[src/rtl/vic_core.sv]
module vic_core #(
  parameter int NSRC   = 32,
  parameter int DW     = 32,
  parameter int ADDR_W = 6,
  parameter int CFG_W  = 13,
  parameter int CTRL_W = 4
) (
  input  logic              clk,
  input  logic              rst_n,
  input  logic [NSRC-1:0]   irq_lines_i,
  input  logic              bus_we_i,
  input  logic [ADDR_W-1:0] bus_addr_i,
  input  logic [DW-1:0]     bus_wdata_i,
  output logic [DW-1:0]     bus_rdata_o,
  output logic              cpu_irq_o
);
  localparam int IW = $clog2(NSRC);
  localparam logic [ADDR_W-1:0] A_EN     = ADDR_W'(NSRC + 0);
  localparam logic [ADDR_W-1:0] A_ENSET  = ADDR_W'(NSRC + 1);
  localparam logic [ADDR_W-1:0] A_ENCLR  = ADDR_W'(NSRC + 2);
  localparam logic [ADDR_W-1:0] A_PEND   = ADDR_W'(NSRC + 3);
  localparam logic [ADDR_W-1:0] A_RAW    = ADDR_W'(NSRC + 4);
  localparam logic [ADDR_W-1:0] A_SW     = ADDR_W'(NSRC + 5);
  localparam logic [ADDR_W-1:0] A_SWSET  = ADDR_W'(NSRC + 6);
  localparam logic [ADDR_W-1:0] A_SWCLR  = ADDR_W'(NSRC + 7);
  localparam logic [ADDR_W-1:0] A_CTRL   = ADDR_W'(NSRC + 8);
  localparam logic [ADDR_W-1:0] A_STAT   = ADDR_W'(NSRC + 9);
  localparam logic [ADDR_W-1:0] A_BASE   = ADDR_W'(NSRC + 10);
  localparam logic [ADDR_W-1:0] A_VEC    = ADDR_W'(NSRC + 11);

  logic [CFG_W-1:0]  cfg_q [NSRC];
  logic [NSRC-1:0]   en_q, sw_q, raw_q, pend_q;
  logic [CTRL_W-1:0] ctrl_q;
  logic [DW-1:0]     base_q, stat_q, vec_q;
  logic              irq_q;

  logic [NSRC-1:0] pend_d;
  logic            hit_d;
  logic [IW-1:0]   idx_d;
  logic [NSRC-1:0] wmask;

  assign wmask  = bus_wdata_i[NSRC-1:0];
  assign pend_d = (raw_q | sw_q) & en_q;

  always_comb begin
    hit_d = 1'b0;
    idx_d = '0;
    for (int i = NSRC - 1; i >= 0; i--) begin
      if (pend_d[i]) begin
        hit_d = 1'b1;
        idx_d = IW'(i);
      end
    end
  end

  always_ff @(posedge clk) begin
    if (!rst_n) begin
      for (int i = 0; i < NSRC; i++) cfg_q[i] <= '0;
      en_q   <= '0;
      sw_q   <= '0;
      ctrl_q <= '0;
      base_q <= '0;
    end else if (bus_we_i) begin
      for (int i = 0; i < NSRC; i++)
        if (bus_addr_i == ADDR_W'(i)) cfg_q[i] <= bus_wdata_i[CFG_W-1:0];
      case (bus_addr_i)
        A_EN:    en_q   <= wmask;
        A_ENSET: en_q   <= en_q | wmask;
        A_ENCLR: en_q   <= en_q & ~wmask;
        A_SW:    sw_q   <= wmask;
        A_SWSET: sw_q   <= sw_q | wmask;
        A_SWCLR: sw_q   <= sw_q & ~wmask;
        A_CTRL:  ctrl_q <= bus_wdata_i[CTRL_W-1:0];
        A_BASE:  base_q <= bus_wdata_i;
        default: ;
      endcase
    end
  end

  always_ff @(posedge clk) begin
    if (!rst_n) begin
      raw_q  <= '0;
      pend_q <= '0;
      stat_q <= '0;
      vec_q  <= '0;
      irq_q  <= 1'b0;
    end else begin
      raw_q  <= irq_lines_i;
      pend_q <= pend_d;
      irq_q  <= hit_d;
      stat_q <= hit_d ? {1'b1, {(DW-1-IW){1'b0}}, idx_d} : '0;
      vec_q  <= hit_d ? base_q + (DW'(idx_d) << (2 + ctrl_q[2:0])) : '0;
    end
  end

  always_comb begin
    bus_rdata_o = '0;
    case (bus_addr_i)
      A_EN:    bus_rdata_o = DW'(en_q);
      A_PEND:  bus_rdata_o = DW'(pend_q);
      A_RAW:   bus_rdata_o = DW'(raw_q);
      A_SW:    bus_rdata_o = DW'(sw_q);
      A_CTRL:  bus_rdata_o = DW'(ctrl_q);
      A_STAT:  bus_rdata_o = stat_q;
      A_BASE:  bus_rdata_o = base_q;
      A_VEC:   bus_rdata_o = vec_q;
      default:
        if (bus_addr_i < ADDR_W'(NSRC)) bus_rdata_o = DW'(cfg_q[bus_addr_i[IW-1:0]]);
    endcase
  end

  assign cpu_irq_o = irq_q;

  p_raw_follow_r5: assert property (@(posedge clk) disable iff (!rst_n)
    $past(rst_n) |-> raw_q == $past(irq_lines_i));

  p_pend_masked_r6: assert property (@(posedge clk) disable iff (!rst_n)
    $past(rst_n) |-> (pend_q & ~$past(en_q)) == '0);

  p_lowest_r7: assert property (@(posedge clk) disable iff (!rst_n)
    irq_q |-> (pend_q[stat_q[IW-1:0]] &&
               ((pend_q & ((NSRC'(1) << stat_q[IW-1:0]) - NSRC'(1))) == '0)));

  p_idle_zero_r9: assert property (@(posedge clk) disable iff (!rst_n)
    !irq_q |-> (stat_q == '0 && vec_q == '0 && pend_q == '0));

  p_irq_status_r9: assert property (@(posedge clk) disable iff (!rst_n)
    irq_q == stat_q[DW-1]);

  p_latency_r11: assert property (@(posedge clk) disable iff (!rst_n)
    $past(rst_n) |-> irq_q == ($past((raw_q | sw_q) & en_q) != '0));
endmodule

[config.mk]
export PLATFORM = sky130hd
export DESIGN_NAME = vic_core
export DESIGN_NICKNAME = d
export VERILOG_FILES = /design/src/rtl/vic_core.sv
export SDC_FILE = /design/constraint.sdc
export NUM_CORES = 1
export LEC_CHECK = 0
export CORE_MARGIN = 4
export CORE_UTILIZATION = 65
export CTS_CLUSTER_SIZE = 10
export DETAILED_ROUTE_END_ITERATION = 16
export DONT_BUFFER_PORTS = 1
export PLACE_DENSITY = 0.81
export SLEW_MARGIN = 15
export SYNTH_ARGS = -nofsm -noshare
export SYNTH_HDL_FRONTEND = slang
export SYNTH_SLANG_ARGS = --single-unit
[constraint.sdc]
create_clock -name clk -period 7.3 [get_ports clk]
set_clock_uncertainty 0.15 [all_clocks]
set_input_delay 1.46 -clock clk [delete_from_list [all_inputs] [get_ports clk]]
set_output_delay 1.46 -clock clk [all_outputs]
set_load 0.02 [all_outputs]
# --- Word level (Yosys, flattened, before mapping) ---
# Memory sizes are Yosys's and may differ from the RTL's.
# Cells that the tools add are included.
classes:
  addsub: 2
  n_lt_le_gt_ge: 1
  n_eq_ne: 43
  shift: 1
  n_mux: 230
  n_bitwise: 39
  reduce_logical: 8
op_table:
  columns: ["cell", "count"]
  rows:
  - ["13-bit 2-to-1 mux", 33]
  - ["32-bit one-hot mux with 8 select lines", 1]
  - ["32-bit one-hot mux with 3 select lines", 2]
  - ["1-bit 2-to-1 mux", 161]
  - ["5-bit 2-to-1 mux", 32]
  - ["32-bit AND", 3]
  - ["6-bit by 5-bit equality test with 1-bit output (second input constant)", 16]
  - ["32-bit OR", 3]
  - ["6-bit equality test (second input constant)", 12]
  - ["6-bit by 4-bit equality test with 1-bit output (second input constant)", 8]
  - ["32-bit adder", 1]
  - ["32-bit 2-to-1 mux", 1]
  - ["32-bit inverter", 1]
  - ["1-bit OR", 32]
  - ["5-bit by 4-bit left shift with 32-bit output", 1]
  - ["6-bit by 3-bit equality test with 1-bit output (second input constant)", 4]
  - ["6-bit by 2-bit equality test with 1-bit output (second input constant)", 2]
  - ["2-bit AND reduction", 5]
  - ["6-bit by 1-bit equality test with 1-bit output (second input constant)", 1]
  - ["6-bit logical NOT", 1]
  - ["6-bit < comparator (second input constant)", 1]
  - ["3-bit nonzero test", 2]
  - ["2-bit by 3-bit adder with 4-bit output (first input constant)", 1]
totals:
  register_bits: 229
  ram_bits: 416
  inputBits: 73
  word_cells: 335
  mem_count: 1
mem_list:
  columns: ["name", "words", "word_bits", "rd", "rd_clocked_by_memory_dff", "write_ports", "line", "rtl"]
  rows:
  - ["cfg_q", 32, 13, 1, 0, 32, "31", "logic [CFG_W-1:0] cfg_q [NSRC];"]

# --- Longest topological paths before layout ---
# Gate-level depths: netlist of the first run.
depth:
  word_depth: 36
  ltp_mapped: 19
  depth_no_buf: 19

# --- Least setup slack after synthesis of the first run ---
# Ideal clock, no wire load.
synth_path:
  path_kind: "input to output"
  startpoint: "input port bus_addr_i[0]"
  endpoint: "output port bus_rdata_o[0]"
  arrival_ns: 3.516
  required_time_ns: 5.690
  slack_ns: 2.174
  stages: 7
  path_buffers: 3
  path_cell_list: "buf_4 -> buf_2 -> buf_2 -> mux4_2 -> mux4_2 -> mux2i_1 -> o2111ai_1"
synth_between:
  elab_chain_len: 3
  elab_cells_between_ends: 12
  classes_between: "1 x order compare; 8 x eq/ne; 2 x mux; 1 x memory"
synth_rtl:
  columns: ["element", "line", "rtl"]
  rows:
  - ["from (decl)", "12", "input logic [ADDR_W-1:0] bus_addr_i,"]
  - ["memory 32 x 13 bit or 6-bit < comparator (tied branches)", null, null]
  - ["13-bit 2-to-1 mux", "108", "if (bus_addr_i < ADDR_W'(NSRC)) bus_rdata_o = DW'(cfg_q[bus_addr_i[IW-1:0]]);"]
  - ["32-bit one-hot mux with 8 select lines *", "98", "case (bus_addr_i)"]
  - ["to (decl)", "14", "output logic [DW-1:0] bus_rdata_o,"]
# Mark *: on every way between the ends. The rest lies on a longest branch, timed or not.

# --- Final worst setup path of the first run ---
layout_path:
  startpoint: "input port bus_addr_i[0]"
  endpoint: "output port bus_rdata_o[3]"
# The elaborated chain is that of the path after synthesis.

==> results of run 1 <==
## how the worst max path moves through the flow
stage,end,depth (start not counted),start
finish,bus_rdata_o[3],6,bus_addr_i[0]
global placement,bus_rdata_o[3],6,bus_addr_i[1]
CTS,bus_rdata_o[3],6,bus_addr_i[1]
detailed placement,bus_rdata_o[3],6,bus_addr_i[0]
global route,bus_rdata_o[3],6,bus_addr_i[0]
floorplan,bus_rdata_o[0],7,bus_addr_i[0]
## kinds of logic after synthesis
group | synth area share [%]
and+or+nand+nor | 11.7
AOI/OAI and AO/OA | 10.9
DFF | 61.7
muxes | 11.6
adders and majority gates | 1.05
xor gates and xnor gates | 0.457
buffers and inverters | 2.64
## power groups by stage
stage | Sequential (mW) | Combinational [mW] | Clock [mW]
6_report | 3.98 | 0.454 | 3.24
5_1_grt | 3.99 | 0.466 | 3.39
4_1_cts | 3.98 | 0.442 | 3.22
3_5_place_dp | 4.04 | 0.432 | 0
3_3_place_gp | 4.02 | 0.419 | 0
2_1_floorplan | 4.01 | 0.335 | 0
## cells in the final DEF, fill, tap and decap left out, types with 4 or more instances in the layout
cell type  instances
o21a_1            16
o21ai_1           26
edfxtp_1         416
nand4_1           12
a211oi_1           7
a31oi_1            6
xor2_1             9
nand2_1          150
a22o_1             5
a221oi_1           6
or3_1              8
nor2b_1           11
and3_1            11
nand3_1           52
inv_1             22
a22oi_1          152
mux2i_1           15
xnor2_1            5
a21oi_1           57
o211ai_1           6
dfxtp_1          202
a21o_1             7
mux4_2           131
nor3_1            11
nor2_1           372
buf_4             33
o21ai_2            5
clkbuf_1          21
or4_1              4
ha_1              21
o2111ai_1         13
and2_1            39
nand2b_1          16
o21ai_0          101
nor2_2             5
nand3b_1           5
clkbuf_16         72
## metrics by stage
step / setup WS (ns) / hold slack, ns
finish: 1.62 / 0.331
global route: 1.61 / 0.358
CTS: 1.83 / 0.328
floorplan: 2.17 / 0.287
detailed placement: 1.95 / 0.321
global placement: 2.06 / 0.295
## registers in the layout (all words and copies together) (netlist names)
| register | flops |
|---|---|
| vec_q | 32 |
| cfg_q | 416 |
| pend_q | 32 |
| stat_q | 5 |
| en_q | 32 |
| raw_q | 32 |
| sw_q | 32 |
| base_q | 32 |
| ctrl_q | 4 |
| cpu_irq_o | 1 |
## metal layers
metal	vias to the layer above	wire length [µm]
li1	7889	-
met1	9386	26400
met2	1658	37900
met3	328	10800
met4	2	4340
met5	-	13
## worst max-delay path, cell delays in order
cell	delay, ns
nor2b_1	0.63
nand2_1	0.23
nor2_2	0.84
buf_4	0.37
a221oi_1	0.11
o2111ai_1	0.34
## final cells by class
class	count	area, µm²	share of cell area, %
Inverter	24	92.6	0.317
Tap cell	532	666	2.28
Clock buffer	94	1890	6.48
Clock inverter	8	135	0.463
Sequential cell	618	16500	56.6
Timing Repair Buffer	34	275	0.942
Multi-Input combinational cell	1338	9620	32.9
==> results_dict.tcl, run 1 <==
set metrics [dict create \
    status "finished clean" \
    switchingPower_mw 1.76 \
    drv_cap 0 \
    grt_pass1_vias 19200 \
    comb_power_share_pct 5.9 \
    place_hpwl_um 46500 \
    setup_tns_ns 0 \
    critPathLaunchType "input port" \
    met3_usage_pct 9.85 \
    cts_setup_buffers 0 \
    leakage_nw 9.94 \
    ys_ff_latch 618 \
    gr-total-overflow 0 \
    power.share.switching_pct 22.9 \
    drc 0 \
    core_um2 40800 \
    worstSetupPathType "input port to output pin" \
    fillers 2522 \
    yosysTopAreaCell "edfxtp_1" \
    dominantRegCellSynth "edfxtp_1" \
    routedWlPerCell_um 30.0 \
    cp.arrival_ns 4.07 \
    reg2reg_depth 17 \
    end_kind "output pin" \
    total_power_mw 7.68 \
    wl_um 79400 \
    dp.cells 2546 \
    intPower_mw 5.92 \
    synthTopCellsByArea "edfxtp_1 (47%), dfxtp_1 (15%), mux4_2 (11%)" \
    fp.dieH_um 211 \
    antenna_found_initial 2 \
    start_util_pct 65.7 \
    min_period_over_period_pct 77.9 \
    die_area_um2 44600 \
    synthCells 2133 \
    rsz0062_at_grt "false" \
    cts_tree "built" \
    cp_max_fo 118 \
    grt_max_degree 121 \
    layout.nets 2183 \
    insertion_delay_ns 0.63 \
    syn-cell-area_um2 26800 \
    grt_pass1_wl_um 118000 \
    worstHoldEndpoint "ctrl_q[3]" \
    ant_nets 0 \
    drv_slew 0 \
    fp.dieW_um 211 \
    netlist.area_leader.share_pct 46.6 \
    clkPwrFrac_pct 42.2 \
    synthDistinctLibCells 73 \
    synth_edf_count 416 \
    vias_per_cell 7.27 \
    io_pins 106 \
    met1_usage_pct 45.6 \
    io_buffer_count 0 \
    grt_most_used_layer "met2" \
    synthTopCellsByCount "edfxtp_1 (416), nor2_1 (377), dfxtp_1 (202), a22oi_1 (152), nand2_1 (150)" \
    clkTransAtPathRegs_ns 0.06 \
    rrSetupSlack_ns 1.87 \
    cts_buffer_depth 3 \
    place.gp.congestion 0.997 \
    final_util_pct 71.6 \
    area.growth.synth_to_final_pct 8.97 \
    vias 19300 \
    synth.most_common_cell "edfxtp_1" \
    drt_iter0_drc 3350 \
    synth.net_count 2228 \
    cts-root-buf "clkbuf_16" \
    peakVddDrop_mv 0.191 \
    p_per_area_nw_per_um2 263 \
    period_minus_slack_ns 5.68 \
    cts_buffers 72 \
    dr.pass1.iters 6 \
    hold_start "ctrl_q[3]" \
    dpl_cell_area_um2 27200 \
    hold_viol_final 0 \
    cts_resized 0 \
    hold_path.class "register to register" \
    instances_no_fill 2648 \
    track_usage_pct 35.3 \
    cts_num_sinks 618 \
    layout-drive-gt1-share_pct 13.0 \
    yosys_warnings 0 \
    fp-row-count 74 \
    worstPathRequired_ns 5.69 \
    syn-mean-instance-area_um2 12.6 \
    htree_levels 3 \
    antennaDiodeCount 0 \
    final_cell_area_um2 29200 \
    yosysSeqAreaShare_pct 61.7 \
    use_met2_pct 56.1 \
    sequentialPowerShare_pct 51.9 \
    worstHoldPathCells 2 \
    fmax_mhz 176 \
    r2r_start "sw_q[31]" \
    synth_async_sr_flop_share_pct 0 \
    worstMarginPinSlew_ns 1.23 \
    hold_buffers 0 \
    finalSetupViolCount 0 \
    slew_headroom_pct 17.5 \
    reg2reg_to "vec_q[20]" \
]
(Power assumes the default switching activity.)
==> run 2: changes to the inputs <==
ABC_AREA = 1   (was unset)
CORE_UTILIZATION = 64   (was 65)
PLACE_DENSITY = 0.8   (was 0.81)
clock period = 5.4 ns   (was 7.3 ns; I/O delays follow)
==> run 2 against run 1 <==
Against the previous run:
- the flow now finishes with violations (setup timing)
- non-clock buffer count grew 138
- wire length is essentially flat
- utilization grew 1.9 points
- worst setup slack got worse by 2.0 ns
- synthesized area down 1.8%
- count of clock-buffer cells in the layout down 1
- clock power increased by 33%
- critical path depth grew 59
- critical path type is now register to register
- critical endpoint is now vec_q[17]
- largest power group unchanged
==> results_dict.tcl, run 2 <==
set metrics [dict create \
    instances_no_fill 3209 \
    cts_num_sinks 618 \
    vias_per_cell 6.66 \
    slew_headroom_pct 24.1 \
    final_common_cell "edfxtp_1" \
    min_period_over_period_pct 107 \
    layout.nets 2749 \
    status "finished, violations left" \
    yosysTopAreaCell "edfxtp_1" \
    cts_tree "built" \
    drt_iter0_drc 3111 \
    fp.dieW_um 211 \
    end_kind "register" \
    dp.cells 3083 \
    cp-startpoint "sw_q[31]" \
    hold_viol_final 0 \
    place.gp.congestion 0.924 \
    antennaDiodeCount 0 \
    hold_path.class "register to register" \
    worstMarginPinSlew_ns 1.14 \
    finalSetupViolCount 13 \
    worstSetupPathType "register to register" \
    r2r_start "sw_q[31]" \
    intPower_mw 7.96 \
    io_pins 106 \
    netlist.area_leader.share_pct 47.5 \
    largest_reg_flops 416 \
    routedWlPerCell_um 24.8 \
    drc 0 \
    peakVddDrop_mv 0.281 \
    critPathLaunchType "register" \
    sequentialPowerShare_pct 52.0 \
    synthDistinctLibCells 51 \
    worstHoldPathCells 2 \
    synth_edf_count 416 \
    die_area_um2 44400 \
    grt_pass1_vias 21000 \
    worstPathRequired_ns 5.74 \
    hold_start "en_q[25]" \
    p_per_area_nw_per_um2 345 \
    wl_um 79400 \
    antenna_found_initial 2 \
    layout-drive-gt1-share_pct 13.0 \
    synthTopCellsByArea "edfxtp_1 (47%), dfxtp_1 (15%), a22oi_1 (5.9%)" \
    drv_cap 0 \
    rsz0062_at_grt "true" \
    cp.arrival_ns 6.12 \
    comb_power_share_pct 6.4 \
    cts_buffers 72 \
    cts-root-buf "clkbuf_16" \
    syn-mean-instance-area_um2 10.2 \
    place_hpwl_um 49500 \
    reg2reg_depth 65 \
    cts_buffer_depth 3 \
    fin_ws_ns -0.382 \
    ant_nets 0 \
    insertion_delay_ns 0.60 \
    start_util_pct 64.6 \
    drv_slew 0 \
    failed_checks "setup timing" \
    area.growth.synth_to_final_pct 13.7 \
    period_minus_slack_ns 5.78 \
    final_cell_mix "edfxtp_1 (416), nor2_1 (361), nand2_1 (286)" \
    synth.most_common_cell "edfxtp_1" \
    htree_levels 3 \
    ys_ff_latch 618 \
    track_usage_pct 35.1 \
    core_um2 40700 \
    yosysSeqAreaShare_pct 62.8 \
    switchingPower_mw 2.37 \
    gr-total-overflow 0 \
    largest_register "cfg_q" \
    grt_pass1_wl_um 120000 \
    clkPwrFrac_pct 41.7 \
    cp_common_cell "nand2_1" \
    slowest_delay_ns 0.32 \
    dominantRegCellSynth "edfxtp_1" \
    fp.dieH_um 211 \
    leakage_nw 10.8 \
    synth_async_sr_flop_share_pct 0 \
    synthTopCellsByCount "edfxtp_1 (416), nor2_1 (376), nand2_1 (296), a21oi_1 (233), a22oi_1 (208)" \
    fp-row-count 74 \
    critical-path-slowest-cell "dfxtp_2" \
    synth.net_count 2680 \
    dr.pass1.iters 6 \
    synthCells 2585 \
    power.share.switching_pct 22.9 \
    pre_cts_ws_ns -0.282 \
    total_power_mw 10.3 \
    yosys_warnings 0 \
    hold_buffers 0 \
    fmax_mhz 173 \
    grt_max_degree 126 \
    clkTransAtPathRegs_ns 0.06 \
    syn-cell-area_um2 26300 \
    vias 21400 \
    cp_max_fo 3 \
    io_buffer_count 0 \
    final_cell_area_um2 29900 \
    dpl_cell_area_um2 27500 \
]
run 2: layout make-up:
class / count / area (µm²)
Timing Repair Buffer: 172 / 1360
Tap cell: 532 / 666
Fill cell: 2716 / 10800
Inverter: 217 / 822
Clock buffer: 93 / 1940
Multi-Input combinational cell: 1573 / 8550
Sequential cell: 618 / 16500
Clock inverter: 4 / 41.3
run 2: metrics by stage:
stage	utilization, %	hold slack (ns)	TNS [ns]
6_report	73.4	0.321	-3.42
5_1_grt	73.4	0.346	-11.72
4_1_cts	73.0	0.318	-0.195
3_5_place_dp	67.4	0.310	-1.46
3_3_place_gp	67.4	0.303	-0.677
2_1_floorplan	-	0.293	0
run 2: layer usage:
| layer | track usage, % | part of all wire [%] | wire (µm) | up-vias |
|---|---|---|---|---|
| met2 | 56.2 | 47 | 37100 | 1562 |
| met3 | 9.19 | 13 | 10200 | 305 |
| met4 | 16.3 | 5.1 | 4040 | 2 |
| met5 | 0 | 0.025 | 20 | - |
| li1 | - | - | - | 9291 |
| met1 | 45.4 | 35 | 28100 | 10200 |
run 2: repair_timing:
item / 4_1_cts / 5_1_grt
endpoints found under the setup margin: 10 / 18
pin swaps: 5 / 16
gates cloned: 0 / 0
buffers inserted: 21 / 8
resized for setup: 37 / 27
run 2: cell families (layout without fill, tap and decap cells):
kind of cell | after synthesis | in the layout | synth area share [%]
compound gates | 739 | 739 | 17.6
xor+xnor | 9 | 9 | 0.300
fa+ha+maj | 22 | 22 | 1.07
buf+inv | 394 | 486 | 5.64
flops | 618 | 618 | 62.8
simple gates | 803 | 803 | 12.6
run 2: path summary, 6_finish.rpt:
check	endpoint	slack, ns
setup / recovery	vec_q[17]	-0.38
hold / removal	en_q[25]	0.32
setup reg to reg	vec_q[17]	-0.38
hold reg to reg	en_q[25]	0.32
run 2: power by group through the flow:
stage               logic [mW]  registers (mW)  clock network [mW]
floorplan                0.381            5.43                   0
CTS                      0.633            5.37                4.28
finish                   0.656            5.37                4.30
global route             0.693            5.39                4.49
detailed placement       0.624            5.46                   0
global placement         0.609            5.45                   0
run 2: worst max-delay path: cells and delay by family (launching register included):
kind	cells	cell delay, ns
simple gates	51	3.35
buf+inv	10	1.20
compound gates	3	0.35
flops	1	0.32
fa+ha+maj	1	0.30
